**src/rtl/rdv_pkg.sv**
```systemverilog
package rdv_pkg;
    typedef enum logic [1:0] {
        OP_SEND  = 2'd0,
        OP_RECV  = 2'd1,
        OP_YIELD = 2'd2,
        OP_IDENT = 2'd3
    } rdv_op_e;

    typedef enum logic [1:0] {
        W_NONE = 2'd0,
        W_SEND = 2'd1,
        W_RECV = 2'd2
    } wait_e;

    localparam logic [1:0] RES_OK  = 2'd0;
    localparam logic [1:0] RES_TMO = 2'd1;
    localparam logic [1:0] RES_BAD = 2'd2;
endpackage

```
**src/rtl/rdv_lowest_pick.sv**
```systemverilog
module rdv_lowest_pick #(
    parameter int N = 8
) (
    input  logic [N-1:0] req_i,
    output logic [N-1:0] gnt_o,
    output logic         hit_o
);
    // Lowest index wins: scan from the top so the last hit kept is the lowest.
    always_comb begin
        gnt_o = '0;
        hit_o = 1'b0;
        for (int j = N - 1; j >= 0; j--) begin
            if (req_i[j]) begin
                gnt_o    = '0;
                gnt_o[j] = 1'b1;
                hit_o    = 1'b1;
            end
        end
    end
endmodule

```
**src/rtl/rdv_slice.sv**
```systemverilog
module rdv_slice #(
    parameter int SLICE_TICKS = 100,
    parameter int SW          = 7
) (
    input  logic          clk,
    input  logic          rst_n,
    input  logic          tick_i,
    input  logic          restart_i,
    output logic [SW-1:0] count_o,
    output logic          wrap_o
);
    localparam logic [SW-1:0] RELOAD = SW'(SLICE_TICKS);

    logic [SW-1:0] cnt_d, cnt_q;

    always_comb begin
        wrap_o = tick_i && (cnt_q == SW'(1));
        cnt_d  = cnt_q;
        if (restart_i || wrap_o)
            cnt_d = RELOAD;
        else if (tick_i)
            cnt_d = cnt_q - SW'(1);
    end

    always_ff @(posedge clk) begin
        if (!rst_n) cnt_q <= RELOAD;
        else        cnt_q <= cnt_d;
    end

    assign count_o = cnt_q;

    p_slice_range_r12: assert property (@(posedge clk) disable iff (!rst_n)
        (cnt_q != '0) && (cnt_q <= RELOAD));

    p_wrap_reload_r12: assert property (@(posedge clk) disable iff (!rst_n)
        wrap_o |=> (cnt_q == RELOAD));
endmodule

```
**src/rtl/task_rendezvous.sv**
```systemverilog
module task_rendezvous
    import rdv_pkg::*;
#(
    parameter int NTASK       = 8,
    parameter int TW          = 16,
    parameter int SLICE_TICKS = 100
) (
    input  logic                    clk,
    input  logic                    rst_n,
    input  logic                    tick_i,
    input  logic                    req_valid_i,
    input  logic [1:0]              req_op_i,
    input  logic [$clog2(NTASK)-1:0] req_task_i,
    input  logic [$clog2(NTASK):0]  req_peer_i,
    input  logic [TW-1:0]           req_tmo_i,
    output logic [NTASK-1:0]        runnable_o,
    output logic [NTASK-1:0]        done_o,
    output logic [2*NTASK-1:0]      status_o,
    output logic                    yield_o,
    output logic                    id_valid_o,
    output logic [$clog2(NTASK)-1:0] id_task_o,
    output logic [$clog2(SLICE_TICKS+1)-1:0] id_ticks_o
);
    localparam int IDW = $clog2(NTASK);
    localparam int PW  = IDW + 1;
    localparam int SW  = $clog2(SLICE_TICKS + 1);
    localparam logic [PW-1:0] PEER_ANY = {PW{1'b1}};

    typedef struct packed {
        wait_e         st;
        logic [PW-1:0] peer;
        logic [TW-1:0] cnt;
    } slot_t;

    typedef struct packed {
        slot_t [NTASK-1:0]  slot;
        logic [NTASK-1:0]   done;
        logic [2*NTASK-1:0] stat;
        logic               yield;
        logic               idv;
        logic [IDW-1:0]     idtask;
        logic [SW-1:0]      idticks;
    } state_t;

    state_t         s_d, s_q;
    logic [NTASK-1:0] cand;
    logic [NTASK-1:0] pick_gnt;
    logic           pick_hit;
    logic           restart;
    logic [SW-1:0]  slice_cnt;
    logic           slice_wrap;
    logic [PW-1:0]  me;
    logic           peer_named, peer_any, peer_bad;

    assign me         = PW'(req_task_i);
    assign peer_named = req_peer_i < PW'(NTASK);
    assign peer_any   = req_peer_i == PEER_ANY;
    assign peer_bad   = (req_op_i == OP_SEND) ? !peer_named : !(peer_named || peer_any);

    // Partners that would complete a rendezvous with the current request.
    always_comb begin
        cand = '0;
        for (int j = 0; j < NTASK; j++) begin
            if (req_op_i == OP_SEND) begin
                if (peer_named && req_peer_i[IDW-1:0] == IDW'(j) &&
                    s_q.slot[j].st == W_RECV &&
                    (s_q.slot[j].peer == me || s_q.slot[j].peer == PEER_ANY))
                    cand[j] = 1'b1;
            end else if (req_op_i == OP_RECV) begin
                if (s_q.slot[j].st == W_SEND && s_q.slot[j].peer == me &&
                    (peer_any || (peer_named && req_peer_i[IDW-1:0] == IDW'(j))))
                    cand[j] = 1'b1;
            end
        end
    end

    rdv_lowest_pick #(.N(NTASK)) pick_i (
        .req_i (cand),
        .gnt_o (pick_gnt),
        .hit_o (pick_hit)
    );

    rdv_slice #(.SLICE_TICKS(SLICE_TICKS), .SW(SW)) slice_i (
        .clk       (clk),
        .rst_n     (rst_n),
        .tick_i    (tick_i),
        .restart_i (restart),
        .count_o   (slice_cnt),
        .wrap_o    (slice_wrap)
    );

    always_comb begin
        s_d       = s_q;
        s_d.done  = '0;
        s_d.yield = slice_wrap;
        s_d.idv   = 1'b0;
        restart   = 1'b0;

        // Timeout countdown of parked tasks.
        for (int i = 0; i < NTASK; i++) begin
            if (s_q.slot[i].st != W_NONE && tick_i) begin
                if (s_q.slot[i].cnt == TW'(1)) begin
                    s_d.slot[i].st    = W_NONE;
                    s_d.slot[i].cnt   = '0;
                    s_d.done[i]       = 1'b1;
                    s_d.stat[2*i +: 2] = RES_TMO;
                end else begin
                    s_d.slot[i].cnt = s_q.slot[i].cnt - TW'(1);
                end
            end
        end

        // The request is applied after the countdown so a match overrides expiry.
        if (req_valid_i && s_q.slot[req_task_i].st == W_NONE) begin
            case (req_op_i)
                OP_SEND, OP_RECV: begin
                    if (peer_bad) begin
                        s_d.done[req_task_i]           = 1'b1;
                        s_d.stat[2*req_task_i +: 2]    = RES_BAD;
                    end else if (pick_hit) begin
                        for (int j = 0; j < NTASK; j++) begin
                            if (pick_gnt[j]) begin
                                s_d.slot[j].st     = W_NONE;
                                s_d.slot[j].cnt    = '0;
                                s_d.done[j]        = 1'b1;
                                s_d.stat[2*j +: 2] = RES_OK;
                            end
                        end
                        s_d.done[req_task_i]        = 1'b1;
                        s_d.stat[2*req_task_i +: 2] = RES_OK;
                    end else if (req_tmo_i == '0) begin
                        s_d.done[req_task_i]        = 1'b1;
                        s_d.stat[2*req_task_i +: 2] = RES_TMO;
                    end else begin
                        s_d.slot[req_task_i].st   = (req_op_i == OP_SEND) ? W_SEND : W_RECV;
                        s_d.slot[req_task_i].peer = req_peer_i;
                        s_d.slot[req_task_i].cnt  = req_tmo_i;
                        restart   = 1'b1;
                        s_d.yield = 1'b1;
                    end
                end
                OP_YIELD: begin
                    restart   = 1'b1;
                    s_d.yield = 1'b1;
                end
                default: begin
                    s_d.idv     = 1'b1;
                    s_d.idtask  = req_task_i;
                    s_d.idticks = slice_cnt;
                end
            endcase
        end
    end

    always_ff @(posedge clk) begin
        if (!rst_n) begin
            s_q <= '0;
        end else begin
            s_q <= s_d;
        end
    end

    always_comb begin
        for (int i = 0; i < NTASK; i++)
            runnable_o[i] = (s_q.slot[i].st == W_NONE);
    end

    assign done_o     = s_q.done;
    assign status_o   = s_q.stat;
    assign yield_o    = s_q.yield;
    assign id_valid_o = s_q.idv;
    assign id_task_o  = s_q.idtask;
    assign id_ticks_o = s_q.idticks;

    // ---------------- assertions ----------------
    for (genvar g = 0; g < NTASK; g++) begin : g_task_chk
        p_release_reported_r5: assert property (@(posedge clk) disable iff (!rst_n)
            $rose(runnable_o[g]) |-> done_o[g]);
        p_done_while_runnable_r2: assert property (@(posedge clk) disable iff (!rst_n)
            done_o[g] |-> runnable_o[g]);
    end

    p_poll_completes_r4: assert property (@(posedge clk) disable iff (!rst_n)
        (req_valid_i && !req_op_i[1] && req_tmo_i == '0 && runnable_o[req_task_i])
        |=> done_o[$past(req_task_i)]);

    p_yield_pulse_r11: assert property (@(posedge clk) disable iff (!rst_n)
        (req_valid_i && req_op_i == OP_YIELD && runnable_o[req_task_i]) |=> yield_o);

    p_ident_answer_r10: assert property (@(posedge clk) disable iff (!rst_n)
        (req_valid_i && req_op_i == OP_IDENT && runnable_o[req_task_i])
        |=> (id_valid_o && id_task_o == $past(req_task_i)));

    p_one_winner_r8: assert property (@(posedge clk) disable iff (!rst_n)
        $onehot0(pick_gnt) && ((pick_gnt & ~cand) == '0));
endmodule

```
**config.mk**
```make
export PLATFORM = sky130hd
export DESIGN_NAME = task_rendezvous
export DESIGN_NICKNAME = d
export VERILOG_FILES = /design/src/rtl/rdv_pkg.sv /design/src/rtl/rdv_lowest_pick.sv /design/src/rtl/rdv_slice.sv /design/src/rtl/task_rendezvous.sv
export SDC_FILE = /design/constraint.sdc
export NUM_CORES = 1
export LEC_CHECK = 0
export ABC_AREA = 1
export BUFFER_PORTS_ARGS = -buffer_cell sky130_fd_sc_hd__buf_4
export CAP_MARGIN = 10
export CELL_PAD_IN_SITES_DETAIL_PLACEMENT = 1
export CELL_PAD_IN_SITES_GLOBAL_PLACEMENT = 1
export CORE_MARGIN = 2
export CORE_UTILIZATION = 35
export CTS_CLUSTER_DIAMETER = 40
export DETAILED_ROUTE_END_ITERATION = 6
export PLACE_DENSITY_LB_ADDON = 0.3
export SLEW_MARGIN = 20
export SYNTH_ARGS = -nofsm -noshare
export SYNTH_HDL_FRONTEND = slang
export SYNTH_SLANG_ARGS = --single-unit
```
**constraint.sdc**
```tcl
create_clock -name clk -period 4.3 [get_ports clk]
set_clock_uncertainty 0.15 [all_clocks]
set_input_delay 0.645 -clock clk [delete_from_list [all_inputs] [get_ports clk]]
set_output_delay 0.645 -clock clk [all_outputs]
set_load 0.01 [all_outputs]
```
Word-level counts from Yosys, hierarchy flattened
Cells that the tools add are included.
Widths: inputs -> output; s select.
{ "word_totals": {"reg_bits": 219, "ram_bits": 0, "latchBits": 0, "out_inout_bits": 44, "elab_cells": 462, "memories": 0, "rom_bits": 0} }
{ "op_classes": {"add_sub_neg": 10, "bitwise_logic": 7, "reduce_logical": 97, "eq_ne": 51, "multipliers": 0, "shift": 4, "n_lt_le_gt_ge": 3, "div": 0, "n_mux": 259} }
{ "ops": {"columns": ["op", "count"], "rows": [
  ["$bwmux 176", 3],
  ["$mux 16", 25],
  ["$mux 176", 2],
  ["$mux 212", 1],
  ["$mux 200", 1],
  ["$demux 22 s3", 3],
  ["$mux 2", 82],
  ["$eq 16x1->1 const B", 8],
  ["$sub 16x1->16 const B", 8],
  ["$mux 18", 7],
  ["$mux 1", 105],
  ["$shiftx 2x34->16 const A", 3],
  ["$bmux 22 s3", 1],
  ["$mux 8", 8],
  ["$logic_and 1x1->1", 51],
  ["$bwmux 16", 3],
  ["$mux 24", 2],
  ["$mux 22", 2],
  ["$mux 40", 1],
  ["$eq 4x4->1 const B", 9],
  ["$neg 4->34", 1],
  ["$shift 2x34->16 const A", 1],
  ["$eq 4x3->1", 8],
  ["$mux 4", 8],
  ["other kinds (26)", 88]
]} }

Longest topological paths before layout
{ "logic_depth": {"depth_word": 25, "ltp_mapped": 20, "ltp_nobuf": 18} }

Cells and area by module
From an unflattened synthesis, not the netlist that was laid out.
{ "hier_totals": {"cells_unflattened": 2722, "hier_area_um2": 15610.0} }
{ "by_module_without_submodules": {"columns": ["module", "cells_each", "area_each_um2", "seq_area_each_um2", "n_inst"], "rows": [
  ["task_rendezvous", 2629, 15072.0, 4244.1, 1],
  ["rdv_slice", 60, 402.9, 140.1, 1],
  ["rdv_lowest_pick", 33, 135.1, 0.0, 1]
]} }

Worst setup path after synthesis
OpenSTA, ideal clock, no wires.
{ "synth_path": {"path_type": "in2reg", "start": "in req_task_i[1]", "end": "reg s_q[174] (netlist name)", "t_arrival_ns": 2.303, "t_required_ns": 4.018, "setup_ns": 0.132, "cell_stages": 16, "path_slack_ns": 1.715, "cell_sequence": "buf_4 inv_2 nand2_1 nand2_1 nor2_1 nand2_1 nand2_1 nand2_1 nand2_2 nor2_2 nand3_2 nor2_1 nand2_1 buf_2 o21bai_1 a21oi_1"} }
{ "synth_via": {"elab_chain_len": 18, "elab_cells_between_ends": 107, "classes_between": "order compare: 2; eq/ne: 8; mux: 62; reduce/logical: 35"} }
{ "synth_lines": {"columns": ["element", "line_no", "text"], "rows": [
  ["start: declaration", "task_rendezvous.sv:13", "input logic [$clog2(NTASK)-1:0] req_task_i,"],
  ["$eq 4x3->1", "task_rendezvous.sv:67, task_rendezvous.sv:70", null],
  ["$logic_and 1x1->1 (2 in series)", "task_rendezvous.sv:70", "if (s_q.slot[j].st == W_SEND && s_q.slot[j].peer == me &&"],
  ["$mux 1", "task_rendezvous.sv:70", null],
  ["$mux 1", "task_rendezvous.sv:69", "end else if (req_op_i == OP_RECV) begin"],
  ["$mux 1", "task_rendezvous.sv:64", "if (req_op_i == OP_SEND) begin"],
  ["$mux 8 / $mux 1 (equally long branches) (7 in series)", "rdv_lowest_pick.sv:13", "if (req_i[j]) begin"],
  ["$mux 16 / $mux 1 (equally long branches)", "task_rendezvous.sv:122, rdv_lowest_pick.sv:13", null],
  ["$mux 18", "task_rendezvous.sv:120", "end else if (pick_hit) begin"],
  ["$mux 176", "task_rendezvous.sv:117", "if (peer_bad) begin"],
  ["$mux 200", "task_rendezvous.sv:115", "case (req_op_i)"],
  ["$mux 212 *", "task_rendezvous.sv:114", "if (req_valid_i && s_q.slot[req_task_i].st == W_NONE) begin"],
  ["end signal: assignment", "task_rendezvous.sv:157", "s_q <= '0;"],
  ["end signal: assignment", "task_rendezvous.sv:159", "s_q <= s_d;"],
  ["end: declaration", "task_rendezvous.sv:45", "state_t s_d, s_q;"]
]} }
Every way passes the cells marked *; elsewhere a longest branch is shown, timed or not. The select of a mux whose other input is x is not followed.
A chain may end at the register's enable or synchronous reset.

==> metrics list <==
- TritonCTS built the clock tree.
* Number of hold violations in the final report: 0
- 73 I/O pins were placed.
- Number of endpoints failing setup at the final stage: 0
* Residual DRC count: 0
- For the worst setup path, the data required time is 4690 ps.
- Total power consumption of the routed design: about 0.0080 W
* Final number of max-transition violations: 0
- Length of the first detailed-routing pass in iterations: 5
- By startpoint and endpoint, the worst setup path is classified as reg2reg.
- Number of port buffers: 72
* Share of synthesized flip-flops with an asynchronous set or reset: 0
- In this run the deepest clock path goes through 3 buffers.
- Leaving out fill and tap cells, the most frequent cell in the layout is nand2_1.
* Cts repair resizes: 0
* Highest-count cells in the layout ignoring fill and taps: nand2_1 (757), nor2_1 (415), inv_1 (379), nand3_1 (267), a21oi_1 (260)
- Num rows: approximately 80
- Worst r2r src: s_q[79]$_SDFF_PN0_
- Final HPWL from detailed placement: 56.8 mm
- Number of nets produced by synthesis: roughly 3100
- Register bit total from synthesis: roughly 220
* CTS root buf: clkbuf_16
- In this run the standard cell core region covers just under 0.05 sq mm.
- Width of the die: 227 um
* Sequential cell area: 0.00438 sq mm
- Post-route clock period utilization: 0.769
- For this run, the top clock speed supported by timing is roughly 0.30 GHz.
* Biggest area consumer among synthesized cells: dfxtp_1
* Netlist Area Pre-Place: 0.0174 sq mm
* Endpoint with the worst hold slack: s_q[205]$_SDFF_PN0_
* GR Util met2: 0.497
- Data arrival, critical path: about 3700 ps
- Total setup buffers inserted after CTS: 0
* Top cell type's share of synthesized area: 0.251
* Class of the tightest hold or removal check: in2reg
* Average detailed-routed wire length per instance: 20.7 um
- Yosys mapped the design onto 52 distinct sky130hd cell types.
- Power per Cell Area: 394 mW/mm^2
- Top fanout value on the critical path: 28
- The worst pin sits at a relative slew slack of 0.344.
- After synthesis, the cell types taking the most area are dfxtp_1 (25%), nand2_1 (16%), nor2_1 (8.9%), inv_1 (8.2%), nand3_1 (7.7%).
- For this configuration, the core starts out at a cell density of 0.356.
- The number of global-route vias before repair came to 21500.
- The startpoint identified for the worst hold timing path is req_tmo_i[15].
- After global routing the overflow that remains totals 0.
* Skew-Pair Late Insertion Delay: slightly above 600 ps
- STA classifies the critical path endpoint as a flip-flop.
- Including well taps, the total number of placed cells is 3666.
* H-tree levels: 2
* Peak supply drop: roughly 0.27 mV
- Layout fillers: slightly below 7000
- For this run, the total global-route usage over all layers was measured as 0.303.
- In the final layout, the share of cells above drive strength 1 is 0.0890.
* Number of vias after detailed routing: ~21000
- Wires add up to ~78 mm.
* # nets final: about 3100
- The number of cells on the worst reg-to-reg path is 10.
- For this design, the CTS-stage hold fixing added 0 buffers.
- Dividing the synthesized area by the synthesized cell count gives about 5.7 sq um.
- Clock-pin slew on the worst setup and hold paths: roughly 50 ps
* Actual slew at the worst max-slew pin: approximately 1000 ps
- The worst setup path is launched from a flip-flop.
* Part of the Yosys area used for sequential elements: 0.251
* Setup slack of the most critical reg-to-reg path: around 990 ps
* Area of the multi-input gates: around 0.011 sq mm
* Mapped Cells: 3043
- Aggregate negative setup slack: 0 ps
- Number of maximum-capacitance constraint violations: 0
- Final standard cell count with taps included and fillers excluded: approximately 3800
* Maximum number of pins on one net before global-route repair: 75
- Compared with the post-synthesis result, the final layout area differs by 16.3%.
- Die height: between 200 and 250 um
* Remaining antenna violation count after routing: 0
* RSZ-0062 raised after global routing: no
* GR met3 Demand/Resource: 0.0714
- GPL Wtd Cong: slightly above 0.9
* Most heavily used metal layer in global routing: met2
- Final min period: between 3000 and 4000 ps
- Dividing the detail-routed via count by the number of cells gives between 5 and 6.
- The first global-routing pass estimated 121 mm of wire.
- In this run, CTS created clock tree buffers numbering 54.
* Initial antenna violation count: 5
- The analysis attributes to cell leakage a power of about 9.6 nW.
- Count of flip-flops with a built-in enable after synthesis: 0
* Cells on Worst Hold Path: 3
- Starting DRC count in detailed routing: roughly 1500
* Area of the die: around 0.052 sq mm
- Met1 capacity usage during global routing: 0.366
- In the synthesized netlist the dominant register cell turns out to be dfxtp_1.
* Number of warning messages in the yosys log: 0
- The run finished with clean final reports.
- For this design, the sink count on the clock tree is roughly 220.
-- worst max-delay path by stage --
stage	startpoint	to	slack (ps)	cells past startpoint
5_1_grt	req_task_i[0]	s_q[177]$_SDFF_PN0_	760	16
3_3_place_gp	req_task_i[2]	flip-flop	670	13
2_1_floorplan	req_task_i[1]	s_q[174]$_SDFF_PN0_	1720	16
4_1_cts	s_q[79]$_SDFF_PN0_	flip-flop	1030	10
6_report	s_q[79]$_SDFF_PN0_	flip-flop	990	10
3_5_place_dp	req_task_i[0]	s_q[182]$_SDFF_PN0_	570	16
-- cell type report --
class / count / share of cell area
antenna: 3 / 0.000370
clock buffer: 61 / 0.0708
clock inverter: 39 / 0.0260
inverter: 396 / 0.0735
multi-input combinational: 2270 / 0.527
sequential: 219 / 0.216
tap: 664 / 0.0409
timing repair buffer: 117 / 0.0457
-- critical path, cell delays in order (launching register included) --
cell and delay [ps]:
dfxtp_1 420, nor2_1 480, o22ai_1 270, nor2_2 210
nand3_4 230, inv_1 650, buf_12 290, nand4_4 200
nand2_1 140, nand2_1 70, nor2_1 120
-- logic make-up (layout without fill, tap and decap cells) --
logic type	Yosys count	after routing	share of synthesized area
AND/OR/NAND/NOR	1650	1650	0.410
AO/OA/AOI/OAI	568	568	0.172
flip-flops	219	219	0.251
XOR/XNOR	32	32	0.0161
other	0	3	0
buffers and inverters	554	613	0.136
adder cells (fa/ha/maj)	20	20	0.0143
-- per-layer routing --
| layer | wire length (um) | part of all wire |
|---|---|---|
| met2 | 36200 | 0.46 |
| met4 | 3990 | 0.051 |
| met1 | 32200 | 0.41 |
| met3 | 5760 | 0.074 |
| met5 | 20 | 0.00026 |
-- through the flow --
step	instance area [sq um]	util	hold WS, ps	setup WS [ps]
finish	20300	0.414	228	994
global route	20300	0.414	226	763
CTS	20300	0.414	205	1030
detailed placement	18300	0.374	320	572
global placement	18300	0.374	307	674
floorplan	17400	-	292	1720
-- power breakdown --
group          internal, W  total [W]  switching [W]  leakage (nW)
sequential         0.00212    0.00221      0.0000931          1.78
combinational     0.000382    0.00129       0.000912          6.86
clock              0.00301    0.00448        0.00147         0.934
total              0.00551    0.00799        0.00248          9.57
-- Yosys cell counts, types with 15 or more instances --
cell	number
inv_1	379
nand4_1	78
buf_2	35
dfxtp_1	219
nor2_1	415
xor2_1	23
nor3_1	54
clkbuf_1	61
nand3b_1	15
ha_1	20
buf_4	52
a21oi_1	260
nand2_1	757
nand3_1	267
o21ai_0	233
Note: power is estimated with default switching activity, not from simulation.
